==> src/rtl/lpi_pkg.sv <==
package lpi_pkg;
  typedef enum logic [1:0] {
    SYNC_LOST   = 2'd0,
    SYNC_HUNT   = 2'd1,
    SYNC_LOCKED = 2'd2,
    SYNC_RSVD   = 2'd3
  } sync_st_e;
endpackage

==> src/rtl/lpi_window.sv <==
module lpi_window #(
  parameter int PAT_W = 8
) (
  input  logic             clk,
  input  logic             rst_ni,
  input  logic             bit_i,
  input  logic             bit_en_i,
  input  logic [PAT_W-1:0] pat_a_i,
  input  logic [PAT_W-1:0] pat_b_i,
  output logic             hit_o,
  output logic             hit_inv_o
);
  logic [PAT_W-1:0] win_q, win_d;
  logic norm_hit, comp_hit;

  always_comb begin
    win_d = win_q;
    if (bit_en_i) win_d = {win_q[PAT_W-2:0], bit_i};
  end

  always_ff @(posedge clk or negedge rst_ni) begin
    if (!rst_ni) win_q <= '0;
    else         win_q <= win_d;
  end

  always_comb begin
    norm_hit  = (win_q == pat_a_i) || (win_q == pat_b_i);
    comp_hit  = (win_q == ~pat_a_i) || (win_q == ~pat_b_i);
    hit_o     = norm_hit || comp_hit;
    hit_inv_o = comp_hit && !norm_hit;
  end

  // an accepted bit lands in the window LSB
  assert_shift_in_R2: assert property (@(posedge clk) disable iff (!rst_ni)
    bit_en_i |=> (win_q[0] == $past(bit_i)));
  // the window holds when no bit is accepted
  assert_hold_R2: assert property (@(posedge clk) disable iff (!rst_ni)
    !bit_en_i |=> $stable(win_q));
  // a complemented verdict never covers a normal match
  assert_normal_wins_R5: assert property (@(posedge clk) disable iff (!rst_ni)
    hit_inv_o |-> (win_q != pat_a_i && win_q != pat_b_i));
endmodule

==> src/rtl/lpi_lock_latch.sv <==
module lpi_lock_latch
  import lpi_pkg::*;
(
  input  logic       clk,
  input  logic       rst_ni,
  input  logic [1:0] st_i,
  input  logic       hit_i,
  input  logic       hit_inv_i,
  output logic       inv_o
);
  logic [1:0] prev_q;
  logic       last_q, last_d;
  logic       flag_q, flag_d;
  logic       lock_evt;

  always_comb begin
    lock_evt = (prev_q == SYNC_LOST) && (st_i == SYNC_LOCKED);
    last_d   = hit_i ? hit_inv_i : last_q;
    flag_d   = flag_q;
    if (lock_evt) flag_d = hit_i ? hit_inv_i : last_q;
  end

  always_ff @(posedge clk or negedge rst_ni) begin
    if (!rst_ni) begin
      prev_q <= SYNC_LOST;
      last_q <= 1'b0;
      flag_q <= 1'b0;
    end else begin
      prev_q <= st_i;
      last_q <= last_d;
      flag_q <= flag_d;
    end
  end

  assign inv_o = flag_q;

  // the flag moves only on a lock event
  assert_flag_only_on_lock_R6: assert property (@(posedge clk) disable iff (!rst_ni)
    (flag_q != $past(flag_q)) |-> $past(lock_evt));
  // a lock on a matching window takes that window's class
  assert_lock_class_R4: assert property (@(posedge clk) disable iff (!rst_ni)
    (lock_evt && hit_i) |=> (flag_q == $past(hit_inv_i)));
  // a lock reached from hunting does not move the flag
  assert_no_lock_from_hunt_R3: assert property (@(posedge clk) disable iff (!rst_ni)
    (prev_q == SYNC_HUNT && st_i == SYNC_LOCKED) |=> $stable(flag_q));
endmodule

==> src/rtl/lpi_sign_fix.sv <==
module lpi_sign_fix #(
  parameter int SAMP_W = 8
) (
  input  logic              clk,
  input  logic              rst_ni,
  input  logic [SAMP_W-1:0] samp_i,
  input  logic              vld_i,
  input  logic              inv_i,
  output logic [SAMP_W-1:0] samp_o,
  output logic              vld_o
);
  localparam int MSB = SAMP_W - 1;
  logic [SAMP_W-1:0] samp_d, samp_q;
  logic              vld_q;

  always_comb begin
    samp_d = samp_q;
    if (vld_i) samp_d = {samp_i[MSB] ^ inv_i, samp_i[MSB-1:0]};
  end

  always_ff @(posedge clk or negedge rst_ni) begin
    if (!rst_ni) begin
      samp_q <= '0;
      vld_q  <= 1'b0;
    end else begin
      samp_q <= samp_d;
      vld_q  <= vld_i;
    end
  end

  assign samp_o = samp_q;
  assign vld_o  = vld_q;

  // the sign follows the flag held at acceptance, the rest passes
  assert_sign_fix_R7: assert property (@(posedge clk) disable iff (!rst_ni)
    vld_i |=> (samp_o[MSB] == ($past(samp_i[MSB]) ^ $past(inv_i)))
              && (samp_o[MSB-1:0] == $past(samp_i[MSB-1:0])));
  // no valid input, no output change
  assert_hold_R8: assert property (@(posedge clk) disable iff (!rst_ni)
    !vld_i |=> $stable(samp_o));
endmodule

==> src/rtl/line_polarity_detector.sv <==
module line_polarity_detector #(
  parameter int PAT_W  = 8,
  parameter int SAMP_W = 8
) (
  input  logic              clk,
  input  logic              rst_n,
  input  logic              rx_bit,
  input  logic              rx_bit_en,
  input  logic [1:0]        sync_state,
  input  logic [PAT_W-1:0]  pat_a,
  input  logic [PAT_W-1:0]  pat_b,
  input  logic [SAMP_W-1:0] samp_in,
  input  logic              samp_in_vld,
  output logic [SAMP_W-1:0] samp_out,
  output logic              samp_out_vld,
  output logic              inv_flag
);
  logic rst_s1, rst_s2;
  logic hit, hit_inv, flag;

  always_ff @(posedge clk or negedge rst_n) begin
    if (!rst_n) begin
      rst_s1 <= 1'b0;
      rst_s2 <= 1'b0;
    end else begin
      rst_s1 <= 1'b1;
      rst_s2 <= rst_s1;
    end
  end

  lpi_window #(.PAT_W(PAT_W)) u_win (
    .clk(clk), .rst_ni(rst_s2), .bit_i(rx_bit), .bit_en_i(rx_bit_en),
    .pat_a_i(pat_a), .pat_b_i(pat_b), .hit_o(hit), .hit_inv_o(hit_inv)
  );

  lpi_lock_latch u_lock (
    .clk(clk), .rst_ni(rst_s2), .st_i(sync_state),
    .hit_i(hit), .hit_inv_i(hit_inv), .inv_o(flag)
  );

  lpi_sign_fix #(.SAMP_W(SAMP_W)) u_fix (
    .clk(clk), .rst_ni(rst_s2), .samp_i(samp_in), .vld_i(samp_in_vld),
    .inv_i(flag), .samp_o(samp_out), .vld_o(samp_out_vld)
  );

  assign inv_flag = flag;
endmodule

==> config.mk <==
export PLATFORM = sky130hd
export DESIGN_NAME = line_polarity_detector
export DESIGN_NICKNAME = d
export VERILOG_FILES = /design/src/rtl/lpi_pkg.sv /design/src/rtl/lpi_window.sv /design/src/rtl/lpi_lock_latch.sv /design/src/rtl/lpi_sign_fix.sv /design/src/rtl/line_polarity_detector.sv
export SDC_FILE = /design/constraint.sdc
export NUM_CORES = 1
export LEC_CHECK = 0
export BUFFER_PORTS_ARGS = -buffer_cell sky130_fd_sc_hd__buf_4
export CAP_MARGIN = 20
export CORE_MARGIN = 3
export CORE_UTILIZATION = 46
export CTS_CLUSTER_DIAMETER = 60
export DETAILED_ROUTE_END_ITERATION = 7
export PLACE_DENSITY = 0.77
export SLEW_MARGIN = 20
export SYNTH_ARGS = -nofsm -noshare
export SYNTH_HDL_FRONTEND = slang
export SYNTH_SLANG_ARGS = --single-unit
export TNS_END_PERCENT = 10
==> constraint.sdc <==
create_clock -name clk -period 0.87 [get_ports clk]
set_input_delay 0.174 -clock clk [delete_from_list [all_inputs] [get_ports clk]]
set_output_delay 0.174 -clock clk [all_outputs]
set_load 0.01 [all_outputs]
==> out/metrics.cfg <==
[run_status]
outcome = complete, but fails checks
violations = negative setup slack

[routing]
drtIter0Drc = 20
vias = 811
routed_via_density = 5.10
first_pass_iters = 4
wl_per_cell_um = 15.8
wirelength_um = 2510
drc = 0
antenna_left = 0

[power]
power_density_mw_per_mm2 = 2010
swShare_pct = 29.8
combPwrFrac_pct = 39.4
p_sw_mw = 0.955
pwr-share-seq_pct = 46.2
clkPwrFrac_pct = 14.4
vdd_drop_max_v = 0.00144
p_int_mw = 2.25
finalPower_mw = 3.20
p_leak_nw = 0.719

[timing]
slew_violations = 0
setup_slack_ns = -0.759
fmax_mhz = 614
rsz0062_at_grt = yes
setup-violations-final = 20
min_period_ns = 1.63
clock_skew_ns = 0.00361
hold_viol = 0
fin_crit_sh_pct = 187

[placement]
place_hpwl_um = 1740
gp_congestion = 0.789
dp.cells = 149
placed_cell_area_sq_mm = 0.00141
io_buffers = 40
dpl_worst_slack_ns = -0.660

[logic_synthesis]
ys_types = 13
synth_area_sq_mm = 0.00101
yosysMostFrequentCell = dfrtp_1
syn_inst = 75
synth_commonest_cells = dfrtp_1 (23), xnor2_1 (17), mux2_2 (15)
async_flop_share_pct = 100
yosys.area.top_type = dfrtp_1
postSynthRegisterBits = 23
yosysWarnings = 0
synth.area.top_cells = dfrtp_1 (57%), mux2_2 (17%), xnor2_1 (15%), nand4_1 (2.5%), nor4_1 (2.5%)
yosysTopAreaCellShare_pct = 56.9
synth-edff-count = 0
synthesis.nets = 106
yosysSeqAreaShare_pct = 56.9
synth_top_flop_cell = dfrtp_1
synth.avg_cell_area_sq_um = 13.5

[critical_path]
crit_chain = xnor2_1, nor4_1, nand2_1, a211oi_2, mux2_1
crit_buf_inv = 0
critPathKind = reg -> reg
crit_required_ns = 1.11
worst_path_max_delay_cell = dfrtp_1
arrival_ns = 1.87
critPathTopFamily = flip-flops
r2r_cells = 5
critPathLaunch = u_win.win_q[5]
crit_cells = 5
path_max_fanout = 3
reg2reg_from = u_win.win_q[5]
critPathMaxStageDelay_ns = 0.46
cp-end-kind = register
critPathLaunchType = register

[cells_and_area]
final_net_count = 164
drive_gt1_share_pct = 57.6
final_cells = 159
syn_to_final_growth_pct = 57.1
n_antenna_cell = 0
final_util_pct = 78.7
final_cell_area_sq_mm = 0.00159

[grt]
grt_pass1_vias = 874
grt_pass1_wl_um = 3670
grt_start_max_net_pins = 13
antenna_found_initial = 0
overflow = 0
grt_usage_pct = 18.5

[clock_network]
path_clk_slew_ns = 0.12
cts.sink_count = 23
cts-root-buf = clkbuf_4
clock_latency_ns = 0.29
clock_path_buffers = 2
htreeDepth = 1
cts_tree = yes
cts_buffers = 3

[floorplanning]
die_h_um = 52.9
start_util_pct = 50.1
die-area_sq_mm = 0.00280
core_sq_mm = 0.00202
fp-row-count = 16
pin_count = 41
fp.dieW_um = 52.9

[min_path]
min_from = samp_in_vld
hold_path.class = in -> reg
whs_path_depth = 1

[job]
drv_cap = 0

routing by layer:
layer | global-route usage [%] | part of all wire [%] | vias to the layer above
met1 | 21.4 | 38 | 384
met2 | 33.5 | 52 | 43
met4 | 6.38 | 2.2 | 0
met5 | 0 | 0 | -
met3 | 3.94 | 8.1 | 6
li1 | - | - | 378
registers in the layout, summed over array words and instances (netlist names):
| name | flops |
|---|---|
| u_win.win_q | 8 |
| u_fix.samp_o | 8 |
| u_lock.prev_q | 2 |
| u_lock.inv_o | 1 |
| rst_s1 | 1 |
| rst_s2 | 1 |
| u_fix.vld_o | 1 |
| u_lock.last_q | 1 |
kinds of logic after synthesis:
| group | after synthesis | share of synthesized area [%] |
|---|---|---|
| xor+xnor | 17 | 14.7 |
| other cells | 1 | 0.370 |
| mux | 16 | 17.8 |
| flops | 23 | 56.9 |
| simple gates | 13 | 7.29 |
| buf+inv | 2 | 0.742 |
| compound gates | 3 | 2.22 |
through the flow:
stage | TNS, ns | hold slack, ns
after global placement | -1.44 | -0.0436
after global routing | -4.56 | 0.0499
after CTS | -3.33 | 0.0636
after floorplan | -1.63 | -0.122
after detailed placement | -1.64 | -0.0425
final | -3.86 | 0.0685
layout make-up:
cell class	count	area, sq um
Clock buffer	4	26.3
Fill cell	122	432
Multi-Input combinational cell	50	473
Sequential cell	23	577
Tap cell	27	33.8
Timing Repair Buffer	55	480
placed cells by master (no fill, tap or decap), types with 4 or more instances in the layout:
cell type / Yosys / final
mux2_4: 0 / 4
mux2_2: 15 / 11
buf_4: 0 / 36
xnor2_1: 17 / 14
nand4_1: 4 / 4
dfrtp_1: 23 / 22
buf_6: 0 / 16
power by group through the flow:
stage          Combinational, mW  Sequential (mW)  Clock [mW]
2_1_floorplan              0.492             1.48           0
3_3_place_gp               0.947             1.44           0
3_5_place_dp               0.983             1.45           0
4_1_cts                     1.12             1.45       0.487
5_1_grt                     1.33             1.50       0.540
6_report                    1.26             1.48       0.462
worst paths after layout:
path,end,slack (ns)
worst min register to register,u_fix.samp_o[3],0.18
worst max register to register,u_lock.inv_o,-0.76
worst min-delay path,u_fix.vld_o,0.07
worst max-delay path,u_lock.inv_o,-0.76
min in group asynchronous,u_fix.samp_o[3],0.18
max in group asynchronous,u_win.win_q[4],0.51
worst reg2reg max path: cells and delay by family, from the launching register on:
| kind | cells | cell delay, ns |
|---|---|---|
| AOI/OAI and AO/OA | 1 | 0.29 |
| muxes | 1 | 0.18 |
| xor gates and xnor gates | 1 | 0.19 |
| and+or+nand+nor | 2 | 0.46 |
| DFF | 1 | 0.46 |
repair_timing:
item,4_1_cts,5_1_grt
endpoints found under the hold margin,4,0
resized for setup,16,9
setup buffers,1,2
pin swaps,3,4
hold buffers,3,0
setup endpoints to repair,20,20
No activity file was read; power rests on OpenSTA's default activity.
